## src/rtl/i2c_cd_pkg.sv

```systemverilog
package i2c_cd_pkg;

    typedef enum logic [0:0] {
        QS_IDLE = 1'b0,
        QS_HOLD = 1'b1
    } qstate_e;

    // Scale the detect parameter by a window multiple; fast mode halves it, floor of 1.
    function automatic logic [15:0] win_scale(input logic [7:0] prm, input int unsigned mult,
                                              input logic fast);
        logic [15:0] v;
        v = 16'(prm) * 16'(mult);
        if (fast) v = v >> 1;
        if (v == 16'd0) v = 16'd1;
        return v;
    endfunction

endpackage

```

## src/rtl/cd_sync.sv

```systemverilog
module cd_sync #(
    parameter int N_LINES  = 2,
    parameter int N_STAGES = 2
) (
    input  logic               clk,
    input  logic               rst_n,
    input  logic [N_LINES-1:0] din,
    output logic [N_LINES-1:0] dout
);
    logic [N_LINES-1:0][N_STAGES-1:0] sh_d, sh_q;

    always_comb begin
        for (int i = 0; i < N_LINES; i++) begin
            sh_d[i] = {sh_q[i][N_STAGES-2:0], din[i]};
        end
    end

    always_ff @(posedge clk) begin
        if (!rst_n) sh_q <= '1;   // idle bus reads high
        else        sh_q <= sh_d;
    end

    for (genvar g = 0; g < N_LINES; g++) begin : g_out
        assign dout[g] = sh_q[g][N_STAGES-1];
    end
endmodule

```

## src/rtl/cd_windows.sv

```systemverilog
module cd_windows
    import i2c_cd_pkg::*;
#(
    parameter int P_W      = 5,
    parameter int CNT_W    = 7,
    parameter int REL_MULT = 2,
    parameter int SU_MULT  = 4,
    parameter int HD_MULT  = 2
) (
    input  logic [P_W-1:0]   det_param,
    input  logic             fast_mode,
    output logic             enable,
    output logic [CNT_W-1:0] thr_rel,
    output logic [CNT_W-1:0] thr_su,
    output logic [CNT_W-1:0] thr_hd
);
    localparam int N_WIN = 3;
    localparam int unsigned MULTS [N_WIN] = '{REL_MULT, SU_MULT, HD_MULT};

    logic [N_WIN-1:0][CNT_W-1:0] thr;
    logic [7:0]                  prm8;

    assign prm8   = 8'(det_param);
    assign enable = |det_param;

    for (genvar w = 0; w < N_WIN; w++) begin : g_win
        logic [15:0] full;
        assign full   = win_scale(prm8, MULTS[w], fast_mode);
        assign thr[w] = full[CNT_W-1:0];
    end

    assign thr_rel = thr[0];
    assign thr_su  = thr[1];
    assign thr_hd  = thr[2];
endmodule

```

## src/rtl/cd_qualify.sv

```systemverilog
module cd_qualify
    import i2c_cd_pkg::*;
#(
    parameter int CNT_W = 7
) (
    input  logic             clk,
    input  logic             rst_n,
    input  logic             scl_s,
    input  logic             sda_s,
    input  logic             enable,
    input  logic [CNT_W-1:0] thr_rel,
    input  logic [CNT_W-1:0] thr_su,
    input  logic [CNT_W-1:0] thr_hd,
    output logic             acc_start,
    output logic             acc_stop
);
    typedef struct packed {
        qstate_e          st;
        logic             sda_prev;
        logic             target;
        logic [CNT_W-1:0] scl_cnt;
        logic [CNT_W-1:0] stab_cnt;
        logic [CNT_W-1:0] hold_cnt;
    } qual_t;

    qual_t q_d, q_q;
    logic  sda_edge;

    always_comb begin
        q_d       = q_q;
        acc_start = 1'b0;
        acc_stop  = 1'b0;
        sda_edge  = (sda_s != q_q.sda_prev);

        q_d.sda_prev = sda_s;
        // Release timer: consecutive cycles with the clock line high (saturating).
        if (!scl_s)                 q_d.scl_cnt = '0;
        else if (q_q.scl_cnt != '1) q_d.scl_cnt = q_q.scl_cnt + 1'b1;
        // Setup timer: consecutive cycles without a data change (saturating).
        if (sda_edge)                q_d.stab_cnt = '0;
        else if (q_q.stab_cnt != '1) q_d.stab_cnt = q_q.stab_cnt + 1'b1;

        unique case (q_q.st)
            QS_IDLE: begin
                if (enable && sda_edge && scl_s &&
                    (q_q.scl_cnt >= thr_rel) && (q_q.stab_cnt >= thr_su)) begin
                    q_d.st       = QS_HOLD;
                    q_d.target   = sda_s;
                    q_d.hold_cnt = '0;
                end
            end
            QS_HOLD: begin
                if (!enable || !scl_s || (sda_s != q_q.target)) begin
                    q_d.st = QS_IDLE;          // qualification lost: drop silently
                end else if ((q_q.hold_cnt + 1'b1) >= thr_hd) begin
                    q_d.st    = QS_IDLE;
                    acc_start = !q_q.target;
                    acc_stop  = q_q.target;
                end else begin
                    q_d.hold_cnt = q_q.hold_cnt + 1'b1;
                end
            end
            default: q_d.st = QS_IDLE;
        endcase
    end

    always_ff @(posedge clk) begin
        if (!rst_n) begin
            q_q          <= '0;
            q_q.st       <= QS_IDLE;
            q_q.sda_prev <= 1'b1;
        end else begin
            q_q <= q_d;
        end
    end
endmodule

```

## src/rtl/i2c_cond_detect.sv

```systemverilog
module i2c_cond_detect
    import i2c_cd_pkg::*;
#(
    parameter int P_W      = 5,
    parameter int BC_W     = 3,
    parameter int SYNC_STG = 2,
    parameter int REL_MULT = 2,
    parameter int SU_MULT  = 4,
    parameter int HD_MULT  = 2
) (
    input  logic            clk,
    input  logic            rst_n,
    input  logic            scl_i,
    input  logic            sda_i,
    input  logic [P_W-1:0]  det_param,
    input  logic            fast_mode,
    input  logic            master_set,
    input  logic            trx_set,
    input  logic            bit_inc,
    output logic            busy_o,
    output logic            start_o,
    output logic            stop_o,
    output logic [BC_W-1:0] bit_cnt_o,
    output logic            master_o,
    output logic            trx_o
);
    localparam int PMAX  = (1 << P_W) - 1;
    localparam int MMAX0 = (REL_MULT > SU_MULT) ? REL_MULT : SU_MULT;
    localparam int MMAX  = (MMAX0 > HD_MULT) ? MMAX0 : HD_MULT;
    localparam int CNT_W = $clog2(PMAX * MMAX + 2);

    typedef struct packed {
        logic            busy;
        logic            master;
        logic            trx;
        logic [BC_W-1:0] bits;
        logic            start_p;
        logic            stop_p;
    } ctl_t;

    logic [1:0]       raw_lines, sync_lines;
    logic             scl_s, sda_s, enable, acc_start, acc_stop;
    logic [CNT_W-1:0] thr_rel, thr_su, thr_hd;
    ctl_t             c_d, c_q;

    assign raw_lines = {scl_i, sda_i};
    assign scl_s     = sync_lines[1];
    assign sda_s     = sync_lines[0];

    cd_sync #(.N_LINES(2), .N_STAGES(SYNC_STG)) u_sync (
        .clk  (clk),
        .rst_n(rst_n),
        .din  (raw_lines),
        .dout (sync_lines)
    );

    cd_windows #(
        .P_W(P_W), .CNT_W(CNT_W),
        .REL_MULT(REL_MULT), .SU_MULT(SU_MULT), .HD_MULT(HD_MULT)
    ) u_win (
        .det_param(det_param),
        .fast_mode(fast_mode),
        .enable   (enable),
        .thr_rel  (thr_rel),
        .thr_su   (thr_su),
        .thr_hd   (thr_hd)
    );

    cd_qualify #(.CNT_W(CNT_W)) u_qual (
        .clk      (clk),
        .rst_n    (rst_n),
        .scl_s    (scl_s),
        .sda_s    (sda_s),
        .enable   (enable),
        .thr_rel  (thr_rel),
        .thr_su   (thr_su),
        .thr_hd   (thr_hd),
        .acc_start(acc_start),
        .acc_stop (acc_stop)
    );

    always_comb begin
        c_d         = c_q;
        c_d.start_p = 1'b0;
        c_d.stop_p  = 1'b0;
        if (master_set) c_d.master = 1'b1;
        if (trx_set)    c_d.trx    = 1'b1;
        if (bit_inc)    c_d.bits   = c_q.bits + 1'b1;
        // Bus conditions take priority over the requests of the same cycle.
        if (acc_start) begin
            c_d.start_p = 1'b1;
            c_d.busy    = 1'b1;
            c_d.bits    = '0;
            if (!c_q.master) c_d.trx = 1'b0;
        end
        if (acc_stop) begin
            c_d.stop_p = 1'b1;
            c_d.busy   = 1'b0;
            c_d.bits   = '0;
            c_d.master = 1'b0;
            c_d.trx    = 1'b0;
        end
    end

    always_ff @(posedge clk) begin
        if (!rst_n) c_q <= '0;
        else        c_q <= c_d;
    end

    assign busy_o    = c_q.busy;
    assign start_o   = c_q.start_p;
    assign stop_o    = c_q.stop_p;
    assign bit_cnt_o = c_q.bits;
    assign master_o  = c_q.master;
    assign trx_o     = c_q.trx;
endmodule

```

## config.mk

```make
export PLATFORM = sky130hd
export DESIGN_NAME = i2c_cond_detect
export DESIGN_NICKNAME = d
export VERILOG_FILES = /design/src/rtl/i2c_cd_pkg.sv /design/src/rtl/cd_sync.sv /design/src/rtl/cd_windows.sv /design/src/rtl/cd_qualify.sv /design/src/rtl/i2c_cond_detect.sv
export SDC_FILE = /design/constraint.sdc
export NUM_CORES = 1
export LEC_CHECK = 0
export CORE_AREA = 5 5 66 68
export CTS_CLUSTER_SIZE = 10
export DETAILED_ROUTE_END_ITERATION = 7
export DIE_AREA = 0 0 71 73
export PLACE_DENSITY = 0.81
export SETUP_SLACK_MARGIN = 0.05
export SLEW_MARGIN = 20
export SYNTH_ARGS = -nofsm -noshare
export SYNTH_HDL_FRONTEND = slang
export SYNTH_SLANG_ARGS = --single-unit
```

## constraint.sdc

```tcl
create_clock -name clk -period 4.25 [get_ports clk]
set_input_delay 0.6375 -clock clk [delete_from_list [all_inputs] [get_ports clk]]
set_output_delay 0.6375 -clock clk [all_outputs]
set_load 0.01 [all_outputs]
```

* After elaboration in Yosys (flattened, before gate mapping)
Cells that the tools add are included.
Word-level totals: register bits after elaboration 36, input port bits 13, output and inout bits 8, word-level logic and storage cells 71
Cells by class: $add $sub $neg 4, magnitude comparators 3, equality and inequality tests 7, muxes and demuxes 23, bitwise logic cells 2, reduce and logical (&&, ||, !) cells 18
Operators with widths (number):
- $mux 7 | 6
- $logic_not 16->1 | 2
- $add 7x1->7 const B | 3
- $ge 7x7->1 | 3
- $ne 7x7->1 const B | 2
- $pmux 7 s2 | 1
- $mux 1 | 12
- $mux 6 | 1
- $mux 5 | 1
- $reduce_or 5->1 | 1
- $logic_and 1x1->1 | 4
- $ne 2x2->1 const B | 2
- $reduce_and 2->1 | 2
- $reduce_or 2->1 | 2
- $add 3x1->3 const B | 1
- $logic_not 1->1 | 3
- $mux 3 | 1
- $reduce_and 3->1 | 1
- $reduce_or 3->1 | 1
- $logic_or 1x1->1 | 2
- $ne 1x1->1 | 2
- $ne 2x1->1 const B | 1
- $not 1->1 | 2
- $pmux 1 s2 | 1

* Longest topological paths before layout
word-level depth 8, mapped depth 10, gate-level depth less buffers 10

* Modules after synthesis
From an unflattened synthesis, not the netlist that was laid out.
Second synthesis, totals: cells, all modules 243, area total of the unflattened synthesis 2139.6 sq um
By module, submodules not included:
- cd_qualify | times used 1, cells an instance 184, area an instance 1559.0 sq um
- i2c_cond_detect | times used 1, cells an instance 26, area an instance 280.3 sq um
- cd_windows | times used 1, cells an instance 25, area an instance 195.2 sq um
- cd_sync | times used 1, cells an instance 8, area an instance 105.1 sq um

* Least setup slack after synthesis
No wires, ideal clock.
path kind input to register, start input port det_param[1], end register u_qual.q_q[23] (netlist bit), arrival time 2760 ps, data required time 4134 ps, slack 1374 ps, stages 8, path through or4_4 > nor2_2 > ha_1 > nand2b_1 > a2111oi_0 > o21ai_0 > a32oi_4 > and2b_2
Between the ends: cells in the longest elaborated chain, start to end 8
RTL lines:
- start: declaration | line i2c_cond_detect.sv:15 | input logic [P_W-1:0] det_param,
- $mux 6 | line i2c_cd_pkg.sv:13 | if (fast) v = v >> 1;
- $logic_not 16->1 | line i2c_cd_pkg.sv:14 | if (v == 16'd0) v = 16'd1;
- $mux 7 | line i2c_cd_pkg.sv:14
- $ge 7x7->1 | line cd_qualify.sv:46 | (q_q.scl_cnt >= thr_rel) && (q_q.stab_cnt >= thr_su)) begin
- $logic_and 1x1->1 | line cd_qualify.sv:45 | if (enable && sda_edge && scl_s &&
- $logic_and 1x1->1 | line cd_qualify.sv:46
- $mux 1 | line cd_qualify.sv:45
- $pmux 1 s2 * | line cd_qualify.sv:43 | unique case (q_q.st)
- end signal: assignment | line cd_qualify.sv:73 | q_q <= q_d;
- end: declaration | line cd_qualify.sv:26 | qual_t q_d, q_q;
Mark *: on every way between the ends. The rest lies on a longest branch, timed or not. A chain may end at the register's enable or synchronous reset.

* Worst setup path after layout
start input port det_param[1], end register u_qual.q_q[1] (netlist bit)
Between the ends: cells in the longest elaborated chain, start to end 8
RTL lines (line):
- $mux 6 | i2c_cd_pkg.sv:13
- $logic_not 16->1 | i2c_cd_pkg.sv:14
- $mux 7 | i2c_cd_pkg.sv:14
- $ge 7x7->1 | cd_qualify.sv:46
- $logic_and 1x1->1 | cd_qualify.sv:45
- $logic_and 1x1->1 | cd_qualify.sv:46
- $ne 2x1->1 (no source line)
- $reduce_and 3->1 (no source line) *
Marked as above.

==> impl_metrics.tcl <==
set metrics [dict create \
    rr_worst_depth 10 \
    cp_max_fo 8 \
    required_ns 4.49 \
    antenna_cells 0 \
    p_leak_nw 0.979 \
    fin_crit_sh_pct 75.9 \
    cts_setup_buffers 0 \
    hold_depth 1 \
    cts_root_buf "clkbuf_8" \
    drive_above_1_share_pct 7.79 \
    antenna_left 0 \
    synth_flop_cell "dfxtp_1" \
    avgViaCountPerCell 5.36 \
    fin_area_sq_mm 0.00229 \
    place.gp.congestion 0.953 \
    hold_viol 0 \
    nNetsFinal 266 \
    relSlewSlack_pct 55.9 \
    finalCriticalPeriod_ns 3.23 \
    cts.clk_slew.worst_paths_ns 0.07 \
    synth-warning-count 0 \
    place_area_sq_mm 0.00218 \
    grt_usage_pct 16.1 \
    grt-ovfl-total 0 \
    clk_path_buf_depth 2 \
    antenna_found_initial 0 \
    worst-setup-path-type "input port to flip-flop" \
    syn_area_per_cell_sq_um 9.38 \
    syn_inst 206 \
    p_per_area_mw_per_mm2 318 \
    grt_max_degree 22 \
    rrSetupSlack_ns 1.69 \
    synth_nets 242 \
    grt_pass1_wl_mm 6.65 \
    cp.arrival_ns 3.46 \
    post_cts_resized 0 \
    drt_iter0_markers 52 \
    synthTopCellsByArea "dfxtp_1 37%, ha_1 15%, mux2i_1 4.1%" \
    routed_wl_mm 3.61 \
    synth_area_sq_mm 0.00193 \
    synth.distinct_cells 37 \
    finalSetupTns_ns 0 \
    grt_pass1_vias 1573 \
    maxCapViolCount 0 \
    tightest_slew_ns 0.660 \
    path_cells "clkdlybuf4s50_1 > or4_4 > nor2_2 > ha_1 > nand2b_1 > a2111oi_0 > o21ai_0 > a32oi_4 > and2_1 > a22o_1" \
    die-height_um 73 \
    io_buffers 20 \
    finalClockSkew_ns 0.00585 \
    dpl.hpwl_mm 2.80 \
    start_util_pct 50.9 \
    die_area_sq_mm 0.00518 \
    postSynth.asyncResetShare_pct 0 \
    vias 1507 \
    dr.pass1.iters 4 \
    crit_path_end_kind "flip-flop" \
    synth-edff-count 0 \
    synth-seq-cells 36 \
    numCtsBuffers 5 \
    post_drt_wl_per_cell_um 12.9 \
    clock_latency_ns 0.29 \
    ios 21 \
    cts_tree "built" \
    cts-htree-levels 2 \
    fp.coreArea_sq_mm 0.00380 \
    critPathMaxStageDelay_ns 0.58 \
    yosysSeqAreaShare_pct 37.3 \
    peakVddDrop_mv 0.170 \
    synth.top_cell.area_share_pct 37.3 \
    regArea_sq_um 721 \
    area_growth_pct 18.8 \
    status "finished, final reports clean" \
    slew_viol_final 0 \
    die_w_um 71 \
    drcViolationCount 0 \
    hold_path_class "flip-flop to flip-flop" \
    fmax_mhz 310 \
    whs_ns 0.413 \
    numClockSinks 36 \
    cts_hold_buf 0 \
    cp-start-kind "input port" \
    synth_area_leader_cell "dfxtp_1" \
    multi_input_area_sq_mm 0.00119 \
    fillers 341 \
    setup-violations-final 0 \
    num_rows 23 \
    rsz0062_at_grt "false" \
    cpMaxStageDelayCell "or4_4" \
]
## cells by family after synthesis
logic type                 after synthesis  share of synthesized area, %
DFF                                     36                          37.3
muxes                                    8                          4.15
xor gates and xnor gates                13                          5.89
and+or+nand+nor                         82                          22.7
adders and majority gates               23                          14.9
buffers and inverters                    6                          1.17
AOI/OAI and AO/OA                       38                          13.9
## report_power, final
part | switching (mW) | internal (mW)
registers | 0.00944 | 0.347
clock network | 0.123 | 0.173
logic | 0.0369 | 0.0394
total | 0.169 | 0.560
## critical path: cells and delay by family
kind	cells	cell delay, ns
and+or+nand+nor	4	1.06
AOI/OAI and AO/OA	4	1.10
buffers and inverters	1	0.43
adders and majority gates	1	0.24
## cells in the final DEF (no fill, tap or decap), drive strengths merged, types with 5 or more instances in the layout
master,instances
or3,5
clkdlybuf4s50,20
nor2,23
xnor2,6
a21o,5
nand3,10
o21ai,12
nand4,6
xor2,7
ha,23
mux2i,8
nand2b,12
clkbuf,5
nand2,12
a21oi,7
dfxtp,36
## cell type report
type	count	area share [%]
flip-flops and latches	36	31.4
clock buffers	5	3.00
clock inverters	3	1.85
well taps	50	2.73
inverters	3	0.491
multi-input cells	164	51.8
repair buffers	20	8.72
## path summary, 6_finish.rpt
path,startpoint,to
min reg2reg,u_sync.sh_d[1],u_sync.dout[0]
max reg2reg,u_qual.q_q[0],u_qual.q_q[3]
max,det_param[1],u_qual.q_q[1]
min,u_sync.sh_d[1],u_sync.dout[0]
## synth_stat cells, types with 2 or more instances
| master | number |
|---|---|
| a211oi_1 | 2 |
| a21o_1 | 5 |
| a21oi_1 | 7 |
| a31oi_1 | 3 |
| and2_1 | 3 |
| and3_1 | 2 |
| clkbuf_1 | 3 |
| dfxtp_1 | 36 |
| ha_1 | 23 |
| inv_1 | 3 |
| mux2i_1 | 8 |
| nand2_1 | 12 |
| nand2b_1 | 12 |
| nand3_1 | 9 |
| nand4_1 | 6 |
| nor2_1 | 21 |
| nor2_2 | 2 |
| nor2b_1 | 2 |
| nor3_1 | 2 |
| o2111ai_1 | 2 |
| o21ai_0 | 12 |
| or3_1 | 5 |
| xnor2_1 | 6 |
| xor2_1 | 7 |
## sequential cells by signal (all words and copies together), names as in the netlist
signal       count
bit_cnt_o        3
busy_o           1
master_o         1
start_o          1
stop_o           1
trx_o            1
u_qual.q_q      24
u_sync.dout      2
u_sync.sh_d      2
## layer usage
metal	global-route usage [%]	part of all wire, %	vias up
met1	19.4	48	686
met4	10.4	2.5	0
li1	-	-	792
met3	3.03	3.1	8
met2	26.4	46	21
met5	0	0	-
## through the flow
step	setup WS [ns]	instances	utilization [%]	total power, mW
after global placement	0.814	273	57.5	0.438
after CTS	1.01	281	60.4	0.741
after detailed placement	0.716	273	57.5	0.442
after floorplan	1.37	206	-	0.410
after global routing	0.823	281	60.4	0.765
final	1.02	281	60.4	0.729
No activity file was read; power rests on OpenSTA's default activity.
